## config.mk

```make
export PLATFORM = sky130hd
export DESIGN_NAME = ring_offset_calc
export DESIGN_NICKNAME = d
export VERILOG_FILES = /design/src/rtl/ring_sync_pkg.sv /design/src/rtl/ring_stamp_cap.sv /design/src/rtl/ring_delay_store.sv /design/src/rtl/ring_div.sv /design/src/rtl/ring_offset_calc.sv
export SDC_FILE = /design/constraint.sdc
export NUM_CORES = 2
export LEC_CHECK = 0
export CELL_PAD_IN_SITES_DETAIL_PLACEMENT = 0
export CELL_PAD_IN_SITES_GLOBAL_PLACEMENT = 1
export CORE_MARGIN = 5
export CORE_UTILIZATION = 40
export DETAILED_ROUTE_END_ITERATION = 8
export PLACE_DENSITY_LB_ADDON = 0.1
export SLEW_MARGIN = 20
export SYNTH_ARGS = -nofsm -noshare
export SYNTH_HDL_FRONTEND = slang
export SYNTH_SLANG_ARGS = --single-unit
```

## constraint.sdc

```tcl
create_clock -name clk -period 18.5 [get_ports clk]
set_input_delay 2.775 -clock clk [delete_from_list [all_inputs] [get_ports clk]]
set_output_delay 2.775 -clock clk [all_outputs]
set_load 0.005 [all_outputs]
```

## src/rtl/ring_sync_pkg.sv

```systemverilog
package ring_sync_pkg;
  localparam int TS_W_DEF = 32;
  localparam int ID_W_DEF = 3;

  typedef enum logic {
    DIV_IDLE = 1'b0,
    DIV_RUN  = 1'b1
  } div_state_e;
endpackage

```

## src/rtl/ring_stamp_cap.sv

```systemverilog
module ring_stamp_cap #(
  parameter int TS_W = 32
) (
  input  logic            clk,
  input  logic            rst_n,
  input  logic [TS_W-1:0] local_time,
  input  logic            rx_stb,
  input  logic            tx_stb,
  output logic [TS_W-1:0] rx_ts,
  output logic [TS_W-1:0] tx_ts,
  output logic [TS_W-1:0] own_pt,
  output logic            own_pt_valid
);
  logic [TS_W-1:0] rx_q, rx_n, tx_q, tx_n, pt_q, pt_n;
  logic            pv_q, pv_n;

  always_comb begin
    rx_n = rx_q;
    tx_n = tx_q;
    pt_n = pt_q;
    pv_n = 1'b0;
    if (rx_stb) rx_n = local_time;
    if (tx_stb) begin
      tx_n = local_time;
      pt_n = local_time - rx_q;   // wraps modulo 2^TS_W
      pv_n = 1'b1;
    end
  end

  always_ff @(posedge clk or negedge rst_n) begin
    if (!rst_n) begin
      rx_q <= '0;
      tx_q <= '0;
      pt_q <= '0;
      pv_q <= 1'b0;
    end else begin
      rx_q <= rx_n;
      tx_q <= tx_n;
      pt_q <= pt_n;
      pv_q <= pv_n;
    end
  end

  assign rx_ts        = rx_q;
  assign tx_ts        = tx_q;
  assign own_pt       = pt_q;
  assign own_pt_valid = pv_q;

  assert_pt_pulse_R1: assert property (@(posedge clk) disable iff (!rst_n)
    own_pt_valid |-> $past(tx_stb));
  assert_pt_quiet_R1: assert property (@(posedge clk) disable iff (!rst_n)
    !$past(tx_stb) |-> $stable(own_pt));
endmodule

```

## src/rtl/ring_delay_store.sv

```systemverilog
module ring_delay_store #(
  parameter int TS_W = 32,
  parameter int ID_W = 3
) (
  input  logic            clk,
  input  logic            rst_n,
  input  logic            round_clr,
  input  logic [ID_W-1:0] node_idx,
  input  logic [ID_W-1:0] node_cnt,
  input  logic            msg_valid,
  input  logic [ID_W-1:0] msg_id,
  input  logic [TS_W-1:0] msg_val,
  output logic [TS_W-1:0] up_sum,
  output logic [TS_W-1:0] all_sum
);
  localparam int SLOTS = 2 ** ID_W;

  logic [TS_W-1:0] dly_q [SLOTS];
  logic [TS_W-1:0] dly_n [SLOTS];
  logic [TS_W-1:0] up_q, up_n, all_q, all_n;
  logic            is_slave;

  assign is_slave = (msg_id != '0);

  always_comb begin
    for (int k = 0; k < SLOTS; k++) dly_n[k] = dly_q[k];
    up_n  = up_q;
    all_n = all_q;
    if (round_clr) begin
      for (int k = 0; k < SLOTS; k++) dly_n[k] = '0;
      up_n  = '0;
      all_n = '0;
    end else if (msg_valid) begin
      dly_n[msg_id] = msg_val;
      // replace the previous contribution of this sender
      if (is_slave && (msg_id < node_idx))
        up_n = up_q + msg_val - dly_q[msg_id];
      if (is_slave && (msg_id <= node_cnt))
        all_n = all_q + msg_val - dly_q[msg_id];
    end
  end

  always_ff @(posedge clk or negedge rst_n) begin
    if (!rst_n) begin
      for (int k = 0; k < SLOTS; k++) dly_q[k] <= '0;
      up_q  <= '0;
      all_q <= '0;
    end else begin
      for (int k = 0; k < SLOTS; k++) dly_q[k] <= dly_n[k];
      up_q  <= up_n;
      all_q <= all_n;
    end
  end

  assign up_sum  = up_q;
  assign all_sum = all_q;

  assert_sum_clear_R8: assert property (@(posedge clk) disable iff (!rst_n)
    $past(round_clr) |-> (up_sum == '0 && all_sum == '0));
  assert_master_ignored_R6: assert property (@(posedge clk) disable iff (!rst_n)
    ($past(msg_valid) && $past(msg_id) == '0 && !$past(round_clr)) |-> $stable(up_sum));
endmodule

```

## src/rtl/ring_div.sv

```systemverilog
module ring_div
  import ring_sync_pkg::*;
#(
  parameter int W    = 32,
  parameter int ID_W = 3
) (
  input  logic            clk,
  input  logic            rst_n,
  input  logic            go,
  input  logic [W-1:0]    num,
  input  logic [ID_W-1:0] den,
  output logic [W-1:0]    quo,
  output logic            done
);
  localparam int CNT_W = $clog2(W);

  div_state_e       st_q, st_n;
  logic [W-1:0]     quo_q, quo_n;
  logic [ID_W-1:0]  rem_q, rem_n, den_q, den_n;
  logic [CNT_W-1:0] cnt_q, cnt_n;
  logic             done_q, done_n, qbit;

  assign qbit = ({rem_q, quo_q[W-1]} >= {1'b0, den_q});

  always_comb begin
    st_n   = st_q;
    quo_n  = quo_q;
    rem_n  = rem_q;
    den_n  = den_q;
    cnt_n  = cnt_q;
    done_n = 1'b0;
    case (st_q)
      DIV_IDLE: if (go) begin
        st_n  = DIV_RUN;
        quo_n = num;
        den_n = den;
        rem_n = '0;
        cnt_n = '0;
      end
      DIV_RUN: begin
        rem_n = qbit ? ID_W'({rem_q, quo_q[W-1]} - {1'b0, den_q})
                     : ID_W'({rem_q, quo_q[W-1]});
        quo_n = {quo_q[W-2:0], qbit};
        cnt_n = cnt_q + CNT_W'(1);
        if (cnt_q == CNT_W'(W - 1)) begin
          st_n   = DIV_IDLE;
          done_n = 1'b1;
        end
      end
      default: st_n = DIV_IDLE;
    endcase
  end

  always_ff @(posedge clk or negedge rst_n) begin
    if (!rst_n) begin
      st_q   <= DIV_IDLE;
      quo_q  <= '0;
      rem_q  <= '0;
      den_q  <= '0;
      cnt_q  <= '0;
      done_q <= 1'b0;
    end else begin
      st_q   <= st_n;
      quo_q  <= quo_n;
      rem_q  <= rem_n;
      den_q  <= den_n;
      cnt_q  <= cnt_n;
      done_q <= done_n;
    end
  end

  assign quo  = quo_q;
  assign done = done_q;

  assert_done_after_run_R3: assert property (@(posedge clk) disable iff (!rst_n)
    done |-> $past(st_q == DIV_RUN));
  assert_den_held_R11: assert property (@(posedge clk) disable iff (!rst_n)
    (st_q == DIV_RUN && $past(st_q == DIV_RUN)) |-> $stable(den_q));
endmodule

```

## src/rtl/ring_offset_calc.sv

```systemverilog
module ring_offset_calc
  import ring_sync_pkg::*;
#(
  parameter int TS_W = TS_W_DEF,
  parameter int ID_W = ID_W_DEF
) (
  input  logic                   clk,
  input  logic                   rst_n,
  input  logic [TS_W-1:0]        local_time,
  input  logic                   rx_stb,
  input  logic                   tx_stb,
  input  logic [ID_W-1:0]        node_idx,
  input  logic [ID_W-1:0]        node_cnt,
  input  logic                   round_clr,
  input  logic                   mtx_valid,
  input  logic [TS_W-1:0]        mtx_time,
  input  logic                   pt_msg_valid,
  input  logic [ID_W-1:0]        pt_msg_id,
  input  logic [TS_W-1:0]        pt_msg_val,
  input  logic                   avg_msg_valid,
  input  logic [TS_W-1:0]        avg_msg_val,
  input  logic                   err_go,
  input  logic                   avg_go,
  output logic [TS_W-1:0]        own_pt,
  output logic                   own_pt_valid,
  output logic signed [TS_W-1:0] err_val,
  output logic                   err_valid,
  output logic [TS_W-1:0]        avg_out,
  output logic                   avg_done
);
  logic [1:0]      rst_sync_q;
  logic            core_rst_n;
  logic [TS_W-1:0] rx_ts, tx_ts, up_sum, all_sum, div_q, ring_num;
  logic            div_done;
  logic [TS_W-1:0] mtx_q, mtx_n, avg_q, avg_n, err_q, err_n;
  logic            ev_q, ev_n, ad_q, ad_n;

  always_ff @(posedge clk or negedge rst_n) begin
    if (!rst_n) rst_sync_q <= 2'b00;
    else        rst_sync_q <= {rst_sync_q[0], 1'b1};
  end
  assign core_rst_n = rst_sync_q[1];

  ring_stamp_cap #(.TS_W(TS_W)) u_cap (
    .clk(clk), .rst_n(core_rst_n), .local_time(local_time),
    .rx_stb(rx_stb), .tx_stb(tx_stb), .rx_ts(rx_ts), .tx_ts(tx_ts),
    .own_pt(own_pt), .own_pt_valid(own_pt_valid));

  ring_delay_store #(.TS_W(TS_W), .ID_W(ID_W)) u_store (
    .clk(clk), .rst_n(core_rst_n), .round_clr(round_clr),
    .node_idx(node_idx), .node_cnt(node_cnt), .msg_valid(pt_msg_valid),
    .msg_id(pt_msg_id), .msg_val(pt_msg_val),
    .up_sum(up_sum), .all_sum(all_sum));

  // ring total minus slave forwarding delays, modulo 2^TS_W
  assign ring_num = rx_ts - tx_ts - all_sum;

  ring_div #(.W(TS_W), .ID_W(ID_W)) u_div (
    .clk(clk), .rst_n(core_rst_n), .go(avg_go), .num(ring_num),
    .den(node_cnt), .quo(div_q), .done(div_done));

  always_comb begin
    mtx_n = mtx_valid ? mtx_time : mtx_q;
    avg_n = avg_q;
    if (div_done)           avg_n = div_q;
    else if (avg_msg_valid) avg_n = avg_msg_val;
    ad_n  = div_done;
    ev_n  = err_go;
    err_n = err_go ? (mtx_q + (TS_W'(node_idx) * avg_q) + up_sum - rx_ts) : err_q;
  end

  always_ff @(posedge clk or negedge core_rst_n) begin
    if (!core_rst_n) begin
      mtx_q <= '0;
      avg_q <= '0;
      err_q <= '0;
      ev_q  <= 1'b0;
      ad_q  <= 1'b0;
    end else begin
      mtx_q <= mtx_n;
      avg_q <= avg_n;
      err_q <= err_n;
      ev_q  <= ev_n;
      ad_q  <= ad_n;
    end
  end

  assign err_val   = $signed(err_q);
  assign err_valid = ev_q;
  assign avg_out   = avg_q;
  assign avg_done  = ad_q;

  assert_err_pulse_R5: assert property (@(posedge clk) disable iff (!core_rst_n)
    err_valid |-> $past(err_go));
  assert_avg_hold_R4: assert property (@(posedge clk) disable iff (!core_rst_n)
    (!$past(div_done) && !$past(avg_msg_valid)) |-> $stable(avg_out));
  assert_reset_quiet_R9: assert property (@(posedge clk)
    !core_rst_n |-> (!err_valid && !avg_done && !own_pt_valid));
endmodule

```

==> reports/qor.yml <==
fin_crit_sh_pct: 43.3
synthDistinctLibCells: 86
synth_warnings: 0
critPathLaunchType: "input port"
synth_top_area_share_pct: 37.3
maxSlewViolCount: 0
drt-initial-drc-count: 2021
hold_viol: 0
viasPerCell: 5.29
max-clock-path-buffers: 3
tns_ns: 0
synth_largest_area_cell: "dfrtp_1"
ant_nets: 0
grt_pass1_vias: 30600
worstSetupPathType: "in -> reg"
layout-drive-gt1-share_pct: 6.11
cts_hold_repair.buffers: 0
start_util_pct: 40.3
synth_nets: 4769
holdWs_ns: 0.344
root_buffer: "clkbuf_16"
htree_levels: 3
dr.pass1.iters: 6
rsz0062_at_grt: "no"
ctsResizeCount: 0
globalplace.congestion: 0.858
fin_nets: 4878
grt_overflow_total: 0
synth_edf_count: 0
hold_depth: 0
power.leakage_nw: 19.5
nFillCells: 9186
antenna_found_initial: 9
path_clk_slew_ns: 0.06
worst_ir_drop_vdd_mv: 0.0661
drc: 0
wirelength_mm: 123
ys_seq_area_share_pct: 37.3
max_clock_freq_mhz: 125
clk_latency_ns: 0.64
holdCritPathClass: "reg -> reg"
skew_ns: 0.0292
post_cts_buffers: 0
rows: 112
r2r_cells: 17
port_buffers: 245
coreArea_sq_mm: 0.0935
cap_violations: 0
routedWlPerCell_um: 21.7
clock_sinks: 562
cts_tree: "done"
ys_ff_latch: 562
die_w_um: 317
critPathMaxFanout: 18
synthArstFlopShare_pct: 100
synthTopCellsByArea: "dfrtp_1, fa_1, nand2_1"
grt_use_total_pct: 24.4
vias: 30000
worst_ep_arrival_time_ns: 8.48
grt_max_degree: 167
area_growth_pct: 15.3
dieArea_sq_mm: 0.100
synth_ff_type: "dfrtp_1"
netlist_area_sq_mm: 0.0377
period_minus_slack_ns: 8.00
die_h_um: 317
boundaryPins: 246
slew_headroom_pct: 25.3
cp_data_required_time_ns: 18.98
end_kind: "flop"
synth.avg_cell_area_sq_um: 8.89
dp_hpwl_mm: 86.6
cts_buffers: 71
syn_inst: 4237
power.density_mw_per_mm2: 140
status: "complete, no violations"
tightest_slew_ns: 1.12
finalSetupViolations: 0
grt_pass1_wl_mm: 188
-- per-layer routing --
layer	up-vias	global-route usage, %	part of all wire (%)
li1	14400	-	-
met1	14700	34.5	46
met2	710	39.4	46
met3	167	3.63	4.9
met4	2	6.57	2.6
met5	-	0	0.0081
-- critical path: stages --
cell and delay (ns):
clkdlybuf4s50_1 0.81, and3b_1 0.95, buf_4 0.44, a22oi_1 0.15, nand4_1 0.21, ha_1 0.15, inv_1 0.04, ha_1 0.20
fa_1 0.47, a21o_1 0.19, a21o_1 0.22, a2111oi_2 0.53, o2111ai_1 0.27, nand2_1 0.30, o31ai_1 0.20, a31oi_1 0.23
mux2i_1 0.19, o311ai_0 0.13
-- cell type report --
| type | instances | area [sq um] | share of cell area, % |
|---|---|---|---|
| Timing Repair Buffer | 275 | 2690 | 6.18 |
| Clock inverter | 28 | 285 | 0.656 |
| Antenna cell | 8 | 20.0 | 0.0461 |
| Multi-Input combinational cell | 2979 | 21100 | 48.5 |
| Inverter | 457 | 1720 | 3.95 |
| Sequential cell | 562 | 14100 | 32.4 |
| Clock buffer | 100 | 2060 | 4.74 |
| Tap cell | 1254 | 1570 | 3.61 |
-- final timing paths --
path | start | slack [ns] | to
worst min-delay path | rst_sync_q[0] | 0.34 | rst_sync_q[1]
worst max-delay path | pt_msg_id[2] | 10.50 | u_store.up_sum[30]
max in group asynchronous | rst_sync_q[1] | 15.72 | u_cap.rx_ts[22]
min in group asynchronous | rst_sync_q[1] | 0.48 | u_store.dly_q[157]
worst min register to register | rst_sync_q[0] | 0.34 | rst_sync_q[1]
worst max register to register | avg_out[2] | 13.27 | err_val[28]
-- report_power, final --
group,internal (W),switching (W)
clock network,0.000824,0.000592
logic,0.00137,0.00173
registers,0.00142,0.000149
total,0.00361,0.00247
-- state kept, by name (all words and copies together) (netlist names), 2 cells and up --
signal           count
u_div.rem_q          3
err_val             32
u_store.up_sum      32
u_store.dly_q      256
mtx_q               32
u_cap.rx_ts         32
u_div.cnt_q          5
u_cap.tx_ts         32
u_div.den_q          3
avg_out             32
u_store.all_sum     32
u_div.quo           32
u_cap.own_pt        32
rst_sync_q           2
-- logic make-up after synthesis --
group	synth area share, %
compound gates	17.3
xor+xnor	3.04
fa+ha+maj	17.1
buf+inv	6.97
flops	37.3
mux	3.23
other cells	0.00995
simple gates	15.0
-- cells in the final DEF (no fill, tap or decap), types with 19 or more instances in the layout --
cell type and n:
mux2_2 62, inv_1 456, o21a_1 23, nor2b_1 19
nand4_1 44, a21oi_1 434, nand3_1 39, and2_1 84
a21o_1 79, o21ai_0 209, xor2_1 51, ha_1 169
a22oi_1 128, buf_4 29, clkdlybuf4s50_1 239, a31oi_1 23
dfrtp_1 559, o21bai_1 24, or3_1 21, nor2_1 95
clkbuf_16 73, nor3_1 30, nand2_1 841, mux2i_1 52
and3_1 30, xnor2_1 78, fa_1 216
-- cells in the mapped netlist, drive strengths merged (5+ instances only) --
cell type / count
a2111oi: 8
a211o: 8
a211oi: 19
a21boi: 10
a21o: 79
a21oi: 434
a221o: 5
a22oi: 128
a31o: 7
a31oi: 23
and2: 92
and3: 30
buf: 17
clkbuf: 222
dfrtp: 562
fa: 216
ha: 169
inv: 456
mux2: 62
mux2i: 52
nand2: 849
nand2b: 17
nand3: 39
nand4: 45
nor2: 96
nor2b: 19
nor3: 31
nor3b: 9
nor4: 7
o211ai: 9
o21a: 23
o21ai: 216
o21bai: 25
o22ai: 5
o311ai: 7
o31ai: 17
o41ai: 6
or2: 8
or3: 21
xnor2: 78
xor2: 52
-- per-stage QoR --
step                utilization, %  total power, W  cell area, sq um  setup slack [ns]  cells
finish                        46.5         0.00609             43500             10.50   5663
global route                  46.5         0.00659             43500             10.20   5661
CTS                           46.5         0.00614             43400             10.50   5655
detailed placement            44.0         0.00470             41100              9.81   5527
global placement              44.0         0.00469             41100              9.95   5527
floorplan                        -         0.00381             37700              1.68   4237
Power figures use the tool's default switching activity.
